`src/rtl/fsg_pkg.sv`:
```
package fsg_pkg;

  localparam int unsigned DQ_W      = 8;
  localparam int unsigned DQ_POLL   = 7;
  localparam int unsigned DQ_TOGGLE = 6;
  localparam int unsigned DQ_SECTOR = 2;

  localparam logic [DQ_W-1:0] CMD_UNLOCK1  = 8'hAA;
  localparam logic [DQ_W-1:0] CMD_UNLOCK2  = 8'h55;
  localparam logic [DQ_W-1:0] CMD_PROGRAM  = 8'hA0;
  localparam logic [DQ_W-1:0] CMD_ERASE_SU = 8'h80;
  localparam logic [DQ_W-1:0] CMD_SECT_ERS = 8'h30;
  localparam logic [DQ_W-1:0] CMD_CHIP_ERS = 8'h10;
  localparam logic [DQ_W-1:0] CMD_SUSPEND  = 8'hB0;
  localparam logic [DQ_W-1:0] CMD_RESUME   = 8'h30;
  localparam logic [DQ_W-1:0] CMD_ABORT    = 8'hF0;

  typedef enum logic [2:0] {
    MODE_READ      = 3'd0,
    MODE_PROG      = 3'd1,
    MODE_ERASE     = 3'd2,
    MODE_SUSP      = 3'd3,
    MODE_SUSP_PROG = 3'd4
  } fsg_mode_e;

  typedef enum logic [2:0] {
    SEQ_IDLE  = 3'd0,
    SEQ_KEY2  = 3'd1,
    SEQ_OPSEL = 3'd2,
    SEQ_PDATA = 3'd3,
    SEQ_EKEY1 = 3'd4,
    SEQ_EKEY2 = 3'd5,
    SEQ_ECONF = 3'd6
  } fsg_seq_e;

  typedef struct packed {
    logic prog_go;
    logic erase_go;
    logic suspend;
    logic resume;
  } fsg_cmd_t;

  function automatic logic mode_busy(fsg_mode_e m);
    return (m == MODE_PROG) || (m == MODE_ERASE) || (m == MODE_SUSP_PROG);
  endfunction

endpackage

```
`src/rtl/fsg_cmd_decode.sv`:
```
module fsg_cmd_decode
  import fsg_pkg::*;
#(
  parameter int unsigned      ADDR_W   = 12,
  parameter logic [ADDR_W-1:0] UNLOCK_A = 12'h555,
  parameter logic [ADDR_W-1:0] UNLOCK_B = 12'h2AA
) (
  input  logic              clk,
  input  logic              rst_n,
  input  fsg_mode_e         mode_i,
  input  logic              wr_stb_i,
  input  logic [ADDR_W-1:0] wr_addr_i,
  input  logic [DQ_W-1:0]   wr_data_i,
  input  logic              op_done_i,
  output fsg_cmd_t          cmd_o
);

  fsg_seq_e step_q, step_nx;
  logic     seq_en;
  logic     wr_take;
  logic     at_a, at_b;

  always_comb begin
    seq_en  = (mode_i == MODE_READ) || (mode_i == MODE_SUSP);
    wr_take = wr_stb_i && !op_done_i;
    at_a    = (wr_addr_i == UNLOCK_A);
    at_b    = (wr_addr_i == UNLOCK_B);
    step_nx = step_q;
    cmd_o   = '0;
    if (!seq_en) begin
      step_nx = SEQ_IDLE;
    end
    if (wr_take) begin
      if (mode_i == MODE_ERASE && wr_data_i == CMD_SUSPEND) begin
        cmd_o.suspend = 1'b1;
      end else if (seq_en) begin
        if (step_q == SEQ_PDATA) begin
          cmd_o.prog_go = 1'b1;
          step_nx       = SEQ_IDLE;
        end else if (wr_data_i == CMD_ABORT) begin
          step_nx = SEQ_IDLE;
        end else begin
          step_nx = SEQ_IDLE;
          case (step_q)
            SEQ_IDLE: begin
              if (mode_i == MODE_SUSP && wr_data_i == CMD_RESUME) begin
                cmd_o.resume = 1'b1;
              end else if (at_a && wr_data_i == CMD_UNLOCK1) begin
                step_nx = SEQ_KEY2;
              end
            end
            SEQ_KEY2: begin
              if (at_b && wr_data_i == CMD_UNLOCK2) step_nx = SEQ_OPSEL;
            end
            SEQ_OPSEL: begin
              if (at_a && wr_data_i == CMD_PROGRAM) begin
                step_nx = SEQ_PDATA;
              end else if (at_a && wr_data_i == CMD_ERASE_SU && mode_i == MODE_READ) begin
                step_nx = SEQ_EKEY1;
              end
            end
            SEQ_EKEY1: begin
              if (at_a && wr_data_i == CMD_UNLOCK1) step_nx = SEQ_EKEY2;
            end
            SEQ_EKEY2: begin
              if (at_b && wr_data_i == CMD_UNLOCK2) step_nx = SEQ_ECONF;
            end
            SEQ_ECONF: begin
              if (wr_data_i == CMD_SECT_ERS || (at_a && wr_data_i == CMD_CHIP_ERS)) begin
                cmd_o.erase_go = 1'b1;
              end
            end
            default: step_nx = SEQ_IDLE;
          endcase
        end
      end
    end
  end

  always_ff @(posedge clk or negedge rst_n) begin
    if (!rst_n) begin
      step_q <= SEQ_IDLE;
    end else begin
      step_q <= step_nx;
    end
  end

  AST_CMD_SINGLE: assert property (@(posedge clk) disable iff (!rst_n) $onehot0(cmd_o));
  AST_BUSY_NO_START: assert property (@(posedge clk) disable iff (!rst_n) mode_busy(mode_i) |-> !(cmd_o.prog_go || cmd_o.erase_go || cmd_o.resume));
  AST_DONE_DROPS_WRITE: assert property (@(posedge clk) disable iff (!rst_n) op_done_i |-> (cmd_o == '0));
  AST_SEQ_CLEARED_BUSY: assert property (@(posedge clk) disable iff (!rst_n) mode_busy(mode_i) |=> (step_q == SEQ_IDLE));

endmodule

```
`src/rtl/fsg_mode_ctl.sv`:
```
module fsg_mode_ctl
  import fsg_pkg::*;
(
  input  logic      clk,
  input  logic      rst_n,
  input  fsg_cmd_t  cmd_i,
  input  logic      op_done_i,
  output fsg_mode_e mode_o,
  output logic      busy_o
);

  fsg_mode_e mode_q, mode_nx;

  always_comb begin
    mode_nx = mode_q;
    case (mode_q)
      MODE_READ: begin
        if (cmd_i.prog_go)       mode_nx = MODE_PROG;
        else if (cmd_i.erase_go) mode_nx = MODE_ERASE;
      end
      MODE_PROG: begin
        if (op_done_i) mode_nx = MODE_READ;
      end
      MODE_ERASE: begin
        if (op_done_i)          mode_nx = MODE_READ;
        else if (cmd_i.suspend) mode_nx = MODE_SUSP;
      end
      MODE_SUSP: begin
        if (cmd_i.prog_go)     mode_nx = MODE_SUSP_PROG;
        else if (cmd_i.resume) mode_nx = MODE_ERASE;
      end
      MODE_SUSP_PROG: begin
        if (op_done_i) mode_nx = MODE_SUSP;
      end
      default: mode_nx = MODE_READ;
    endcase
  end

  always_ff @(posedge clk or negedge rst_n) begin
    if (!rst_n) begin
      mode_q <= MODE_READ;
    end else begin
      mode_q <= mode_nx;
    end
  end

  assign mode_o = mode_q;
  assign busy_o = mode_busy(mode_q);

  AST_PROG_BUSY: assert property (@(posedge clk) disable iff (!rst_n) (mode_q == MODE_READ && cmd_i.prog_go) |=> busy_o);
  AST_ERASE_BUSY: assert property (@(posedge clk) disable iff (!rst_n) (mode_q == MODE_READ && cmd_i.erase_go) |=> busy_o);
  AST_IDLE_NOT_BUSY: assert property (@(posedge clk) disable iff (!rst_n) (mode_q == MODE_READ && !cmd_i.prog_go && !cmd_i.erase_go) |=> !busy_o);
  AST_SUSPEND_FREE: assert property (@(posedge clk) disable iff (!rst_n) (mode_q == MODE_ERASE && cmd_i.suspend && !op_done_i) |=> !busy_o);
  AST_DONE_TO_READ: assert property (@(posedge clk) disable iff (!rst_n) ((mode_q == MODE_PROG || mode_q == MODE_ERASE) && op_done_i) |=> (mode_q == MODE_READ));
  AST_DONE_TO_SUSP: assert property (@(posedge clk) disable iff (!rst_n) (mode_q == MODE_SUSP_PROG && op_done_i) |=> (mode_q == MODE_SUSP));

endmodule

```
`src/rtl/fsg_status_gen.sv`:
```
module fsg_status_gen
  import fsg_pkg::*;
(
  input  logic            clk,
  input  logic            rst_n,
  input  fsg_mode_e       mode_i,
  input  fsg_cmd_t        cmd_i,
  input  logic            prog_bit_i,
  input  logic            rd_stb_i,
  input  logic            rd_in_sector_i,
  output logic [DQ_W-1:0] status_o,
  output logic            valid_o
);

  logic            tog6_q, tog6_nx;
  logic            tog2_q, tog2_nx;
  logic            pbit_q, pbit_nx;
  logic [DQ_W-1:0] stat_q, stat_nx;
  logic            valid_q, valid_nx;

  always_comb begin
    tog6_nx  = tog6_q;
    tog2_nx  = tog2_q;
    pbit_nx  = pbit_q;
    stat_nx  = stat_q;
    valid_nx = valid_q;
    if (rd_stb_i) begin
      stat_nx  = '0;
      valid_nx = 1'b0;
      case (mode_i)
        MODE_PROG: begin
          valid_nx            = 1'b1;
          stat_nx[DQ_POLL]    = ~pbit_q;
          stat_nx[DQ_TOGGLE]  = tog6_q;
          stat_nx[DQ_SECTOR]  = 1'b1;
          tog6_nx             = ~tog6_q;
        end
        MODE_ERASE: begin
          valid_nx            = 1'b1;
          stat_nx[DQ_TOGGLE]  = tog6_q;
          tog6_nx             = ~tog6_q;
          if (rd_in_sector_i) begin
            stat_nx[DQ_SECTOR] = tog2_q;
            tog2_nx            = ~tog2_q;
          end else begin
            stat_nx[DQ_SECTOR] = 1'b1;
          end
        end
        MODE_SUSP: begin
          if (rd_in_sector_i) begin
            valid_nx           = 1'b1;
            stat_nx[DQ_POLL]   = 1'b1;
            stat_nx[DQ_TOGGLE] = 1'b1;
            stat_nx[DQ_SECTOR] = tog2_q;
            tog2_nx            = ~tog2_q;
          end
        end
        MODE_SUSP_PROG: begin
          valid_nx            = 1'b1;
          stat_nx[DQ_POLL]    = ~pbit_q;
          stat_nx[DQ_TOGGLE]  = tog6_q;
          tog6_nx             = ~tog6_q;
          if (rd_in_sector_i) begin
            stat_nx[DQ_SECTOR] = tog2_q;
            tog2_nx            = ~tog2_q;
          end else begin
            stat_nx[DQ_SECTOR] = 1'b1;
          end
        end
        default: begin
          valid_nx = 1'b0;
        end
      endcase
    end
    if (cmd_i.prog_go) begin
      pbit_nx = prog_bit_i;
      tog6_nx = 1'b0;
    end
    if (cmd_i.erase_go) begin
      tog6_nx = 1'b0;
      tog2_nx = 1'b0;
    end
  end

  always_ff @(posedge clk or negedge rst_n) begin
    if (!rst_n) begin
      tog6_q  <= 1'b0;
      tog2_q  <= 1'b0;
      pbit_q  <= 1'b0;
      stat_q  <= '0;
      valid_q <= 1'b0;
    end else begin
      tog6_q  <= tog6_nx;
      tog2_q  <= tog2_nx;
      pbit_q  <= pbit_nx;
      stat_q  <= stat_nx;
      valid_q <= valid_nx;
    end
  end

  assign status_o = stat_q;
  assign valid_o  = valid_q;

  AST_PROG_SECTOR_HIGH: assert property (@(posedge clk) disable iff (!rst_n) (rd_stb_i && mode_i == MODE_PROG) |=> (valid_o && status_o[DQ_SECTOR]));
  AST_PROG_TOGGLE_PAIR: assert property (@(posedge clk) disable iff (!rst_n) (rd_stb_i && mode_i == MODE_PROG && $past(rd_stb_i) && $past(mode_i) == MODE_PROG) |=> (status_o[DQ_TOGGLE] != $past(status_o[DQ_TOGGLE])));
  AST_ERASE_POLL_LOW: assert property (@(posedge clk) disable iff (!rst_n) (rd_stb_i && mode_i == MODE_ERASE) |=> (valid_o && !status_o[DQ_POLL]));
  AST_ERASE_OUTSIDE: assert property (@(posedge clk) disable iff (!rst_n) (rd_stb_i && mode_i == MODE_ERASE && !rd_in_sector_i) |=> status_o[DQ_SECTOR]);
  AST_SUSP_FLAGS: assert property (@(posedge clk) disable iff (!rst_n) (rd_stb_i && mode_i == MODE_SUSP && rd_in_sector_i) |=> (status_o[DQ_POLL] && status_o[DQ_TOGGLE]));
  AST_SUSP_ARRAY: assert property (@(posedge clk) disable iff (!rst_n) (rd_stb_i && mode_i == MODE_SUSP && !rd_in_sector_i) |=> !valid_o);
  AST_SPROG_OUTSIDE: assert property (@(posedge clk) disable iff (!rst_n) (rd_stb_i && mode_i == MODE_SUSP_PROG && !rd_in_sector_i) |=> status_o[DQ_SECTOR]);
  AST_READ_NO_STATUS: assert property (@(posedge clk) disable iff (!rst_n) (rd_stb_i && mode_i == MODE_READ) |=> (!valid_o && status_o == '0));
  AST_HOLD_NO_READ: assert property (@(posedge clk) disable iff (!rst_n) !rd_stb_i |=> $stable(status_o));

endmodule

```
`src/rtl/flash_status_gen.sv`:
```
module flash_status_gen
  import fsg_pkg::*;
#(
  parameter int unsigned       ADDR_W   = 12,
  parameter logic [ADDR_W-1:0] UNLOCK_A = 12'h555,
  parameter logic [ADDR_W-1:0] UNLOCK_B = 12'h2AA,
  parameter int unsigned       SYNC_LEN = 2
) (
  input  logic              clk,
  input  logic              rst_n,
  input  logic              wr_stb,
  input  logic [ADDR_W-1:0] wr_addr,
  input  logic [7:0]        wr_data,
  input  logic              rd_stb,
  input  logic              rd_in_sector,
  input  logic              op_done,
  output logic [7:0]        status,
  output logic              status_valid,
  output logic              busy_pull_low
);

  logic [SYNC_LEN-1:0] rst_sync_q;
  logic                rst_int_n;
  fsg_cmd_t            cmd;
  fsg_mode_e           mode;
  logic                op_busy;

  always_ff @(posedge clk or negedge rst_n) begin
    if (!rst_n) begin
      rst_sync_q <= '0;
    end else begin
      rst_sync_q <= {rst_sync_q[SYNC_LEN-2:0], 1'b1};
    end
  end
  assign rst_int_n = rst_sync_q[SYNC_LEN-1];

  fsg_cmd_decode #(
    .ADDR_W   (ADDR_W),
    .UNLOCK_A (UNLOCK_A),
    .UNLOCK_B (UNLOCK_B)
  ) u_decode (
    .clk       (clk),
    .rst_n     (rst_int_n),
    .mode_i    (mode),
    .wr_stb_i  (wr_stb),
    .wr_addr_i (wr_addr),
    .wr_data_i (wr_data),
    .op_done_i (op_done),
    .cmd_o     (cmd)
  );

  fsg_mode_ctl u_mode (
    .clk       (clk),
    .rst_n     (rst_int_n),
    .cmd_i     (cmd),
    .op_done_i (op_done),
    .mode_o    (mode),
    .busy_o    (op_busy)
  );

  fsg_status_gen u_status (
    .clk            (clk),
    .rst_n          (rst_int_n),
    .mode_i         (mode),
    .cmd_i          (cmd),
    .prog_bit_i     (wr_data[DQ_POLL]),
    .rd_stb_i       (rd_stb),
    .rd_in_sector_i (rd_in_sector),
    .status_o       (status),
    .valid_o        (status_valid)
  );

  assign busy_pull_low = !rst_int_n || op_busy;

  AST_BUSY_MATCHES_MODE: assert property (@(posedge clk) disable iff (!rst_int_n) busy_pull_low |-> mode_busy(mode));

endmodule

```
`config.mk`:
```
export PLATFORM = sky130hd
export DESIGN_NAME = flash_status_gen
export DESIGN_NICKNAME = d
export VERILOG_FILES = /design/src/rtl/fsg_pkg.sv /design/src/rtl/fsg_cmd_decode.sv /design/src/rtl/fsg_mode_ctl.sv /design/src/rtl/fsg_status_gen.sv /design/src/rtl/flash_status_gen.sv
export SDC_FILE = /design/constraint.sdc
export NUM_CORES = 1
export LEC_CHECK = 0
export BUFFER_PORTS_ARGS = -buffer_cell sky130_fd_sc_hd__buf_4
export CORE_MARGIN = 2
export CORE_UTILIZATION = 30
export CTS_CLUSTER_SIZE = 24
export DETAILED_ROUTE_END_ITERATION = 10
export PLACE_DENSITY_LB_ADDON = 0.12
export SLEW_MARGIN = 20
export SYNTH_ARGS = -nofsm -noshare
export SYNTH_HDL_FRONTEND = slang
export SYNTH_SLANG_ARGS = --single-unit
export TNS_END_PERCENT = 50
```
`constraint.sdc`:
```
create_clock -name clk -period 1.2 [get_ports clk]
set_input_delay 0.06 -clock clk [delete_from_list [all_inputs] [get_ports clk]]
set_output_delay 0.06 -clock clk [all_outputs]
set_load 0.005 [all_outputs]
```
==> run metrics <==
status=finished with violations; failing checks=setup timing; number of I/O port buffers=30; Final Instance Count excl. Fillers=250; hold path startpoint=rd_stb; iteration count of the initial detailed-routing pass=4; Pleak=0.813 nW; Yosys reg bits=15; RD Place Congestion=0.845; Syn Inst Count=133; Mapped Avg Cell Area=8.48 sq um; die area=4260 sq um; Starting Density=0.310; number of DRC markers in iteration 0=66; Die W=65.3 um; Critical R2R Capture=u_mode.mode_o[0]$_DFFE_PN0P_; fillers=359; Final WS setup=-0.390 ns; FF-to-FF Start=u_mode.mode_o[0]$_DFFE_PN0P_; CP delay by family, top=simple AND/OR/NAND/NOR gates; Sink Count=15; Critical Path Most Common Cell=o211a_1; Pwr per Cell Area=891 nW/um^2; WHS Path Cells=2; Max Slew Vio Count=0; ys async rst share=1.00; delay of the slowest cell on the worst path=0.47 ns; Max-Cap Viols=0; crit path buf inv count=0; Synth top area share=0.333; Startpoint Class=flop; WHS=0.0529 ns; Ant. Diodes=0; Yosys top cell by area=dfrtp_1; root buffer cell=clkbuf_8; crit share post-route=1.32; YS warnings=0; area of the multi-input gates=758 sq um; dpl hpwl=2540 um; GRT overflow=0; Die Ht=65.3 um; gr usage total=0.162; Vias/cell=4.94; worst slack, placed=-0.423 ns; Post-synth EDFFs=0; CTS tree=yes; IO Count=36; Unique masters post-synth=45; Post-Syn Area=1130 sq um; # rows=22; Main synth FF type=dfrtp_1; Hold EP=u_status.status_o[2]$_DFFE_PN0P_; global-route wire length before repair=5460 um; WL/cell=12.6 um; Critical Path AT=1.74 ns; HP Class=in -> reg; sequential standard cell area=378 sq um; clock-pin slew on the worst setup and hold paths=0.07 ns; core area=3630 sq um; Worst setup EP type=flop; initial antenna violation count=0; CP Class=reg -> reg; CP max stage cell=dfrtp_2; FF-to-FF setup slack=-0.39 ns; CP Depth=5; Worst Clk Skew=0.00508 ns; worst-path cell chain=xnor2_4, o211a_1, and4b_2, or3b_1, o211a_1; RSZ-0062 raised after global routing=yes; Routed Antenna Nets=0; required time worst endpoint=1.35 ns; placed instance count=243; Max Fanout on Critical Path=5; Peak VDD IR=0.492 mV; Residual DRC=0; # setup viols final=14; post-synthesis sequential area ratio=0.333; final number of hold-violating endpoints=0; clk_lat worst skew=0.25 ns; CTS H-Tree Depth=1; fraction of layout instances using a drive strength above 1=0.460; top cells by area, synth=dfrtp_1 33%, buf_4 4.7%, nor2_1 4.3%; largest net degree at the start of global routing=14; min Tclk post-route=1.59 ns; growth of design area from synthesis to finish=59.7%; cells on worst reg2reg path=5; dominant cell by count in the synthesized netlist=dfrtp_1; Clock Path Buffers=2; DRT Wirelength=3140 um; # nets final=229; via count=1235; vias in the first global route=1182; Synth top cells by count=15 x dfrtp_1, 13 x nor2_1, 12 x nand2_1; Num CTS Buffers=3; FMAX=0.629 GHz
[worst max-delay path by stage]
| stage | to | start | slack [ns] |
|---|---|---|---|
| 2_1_floorplan | u_mode.mode_o[0]$_DFFE_PN0P_ | u_mode.mode_o[0]$_DFFE_PN0P_ | -0.33 |
| 3_3_place_gp | u_mode.mode_o[0]$_DFFE_PN0P_ | wr_addr[7] | -0.41 |
| 3_5_place_dp | u_mode.mode_o[0]$_DFFE_PN0P_ | wr_addr[7] | -0.42 |
| 4_1_cts | busy_pull_low | u_mode.mode_o[1]$_DFFE_PN0P_ | -0.40 |
| 5_1_grt | u_status.tog6_q$_DFFE_PN0P_ | u_mode.mode_o[0]$_DFFE_PN0P_ | -0.47 |
| 6_report | u_mode.mode_o[0]$_DFFE_PN0P_ | u_mode.mode_o[0]$_DFFE_PN0P_ | -0.39 |
[logic make-up after synthesis]
family | Yosys count | share of synthesized area
and+or+nand+nor | 67 | 0.365
AOI/OAI and AO/OA | 30 | 0.180
DFF | 15 | 0.333
buffers and inverters | 14 | 0.0721
xor gates and xnor gates | 3 | 0.0233
muxes | 2 | 0.0200
other | 2 | 0.00666
[cells in the final DEF, fill, tap and decap left out, types with 4 or more instances in the layout]
cell      netlist  final
buf_4           7     68
o21ai_0         6      6
nand4_1         4      4
dfrtp_1        15     13
conb_1          2      6
inv_1           4      4
nor2_1         13     11
a21oi_1         9      6
nand2b_1        5      5
nand2_1        12     11
[where the power goes]
group	leakage, nW	internal [mW]	switching, mW
clock	0.0255	0.230	0.192
sequential	0.194	0.561	0.0384
combinational	0.593	0.341	0.241
[registers in the layout (all words and copies together), names as in the netlist]
name / cells
u_status.valid_o: 1
u_status.tog2_q: 1
u_mode.mode_o: 3
u_status.tog6_q: 1
rst_sync_q: 2
u_decode.step_q: 3
u_status.pbit_q: 1
u_status.status_o: 3
[layout make-up]
cell class,instances,share of cell area
multi-input cells,108,0.421
repair buffers,71,0.302
flip-flops and latches,15,0.210
well taps,48,0.0334
clock buffers,3,0.0229
inverters,4,0.00834
clock inverters,1,0.00278
[metal layers]
metal  vias to the layer above  global-route usage  share of wire
li1                        625                   -              -
met1                       578               0.208           0.45
met2                        28               0.278           0.50
met3                         4              0.0394          0.046
met4                         0              0.0260         0.0064
met5                         -                   0              0
[metrics by stage]
stage / instance area, sq um / power [mW] / utilization / setup TNS (ns)
2_1_floorplan: 1170 / 0.874 / - / -2.05
3_3_place_gp: 1670 / 1.14 / 0.460 / -3.85
3_5_place_dp: 1670 / 1.14 / 0.460 / -4.17
4_1_cts: 1780 / 1.59 / 0.489 / -3.89
5_1_grt: 1800 / 1.72 / 0.496 / -5.20
6_report: 1800 / 1.60 / 0.496 / -3.90
[timing repair]
item / CTS / global route
pin swaps: 4 / 4
endpoints found under the hold margin: 2 / 0
resized for setup: 9 / 7
hold buffers: 1 / 0
setup buffers: 2 / 0
endpoints found under the setup margin: 14 / 14
(Power assumes the default switching activity.)
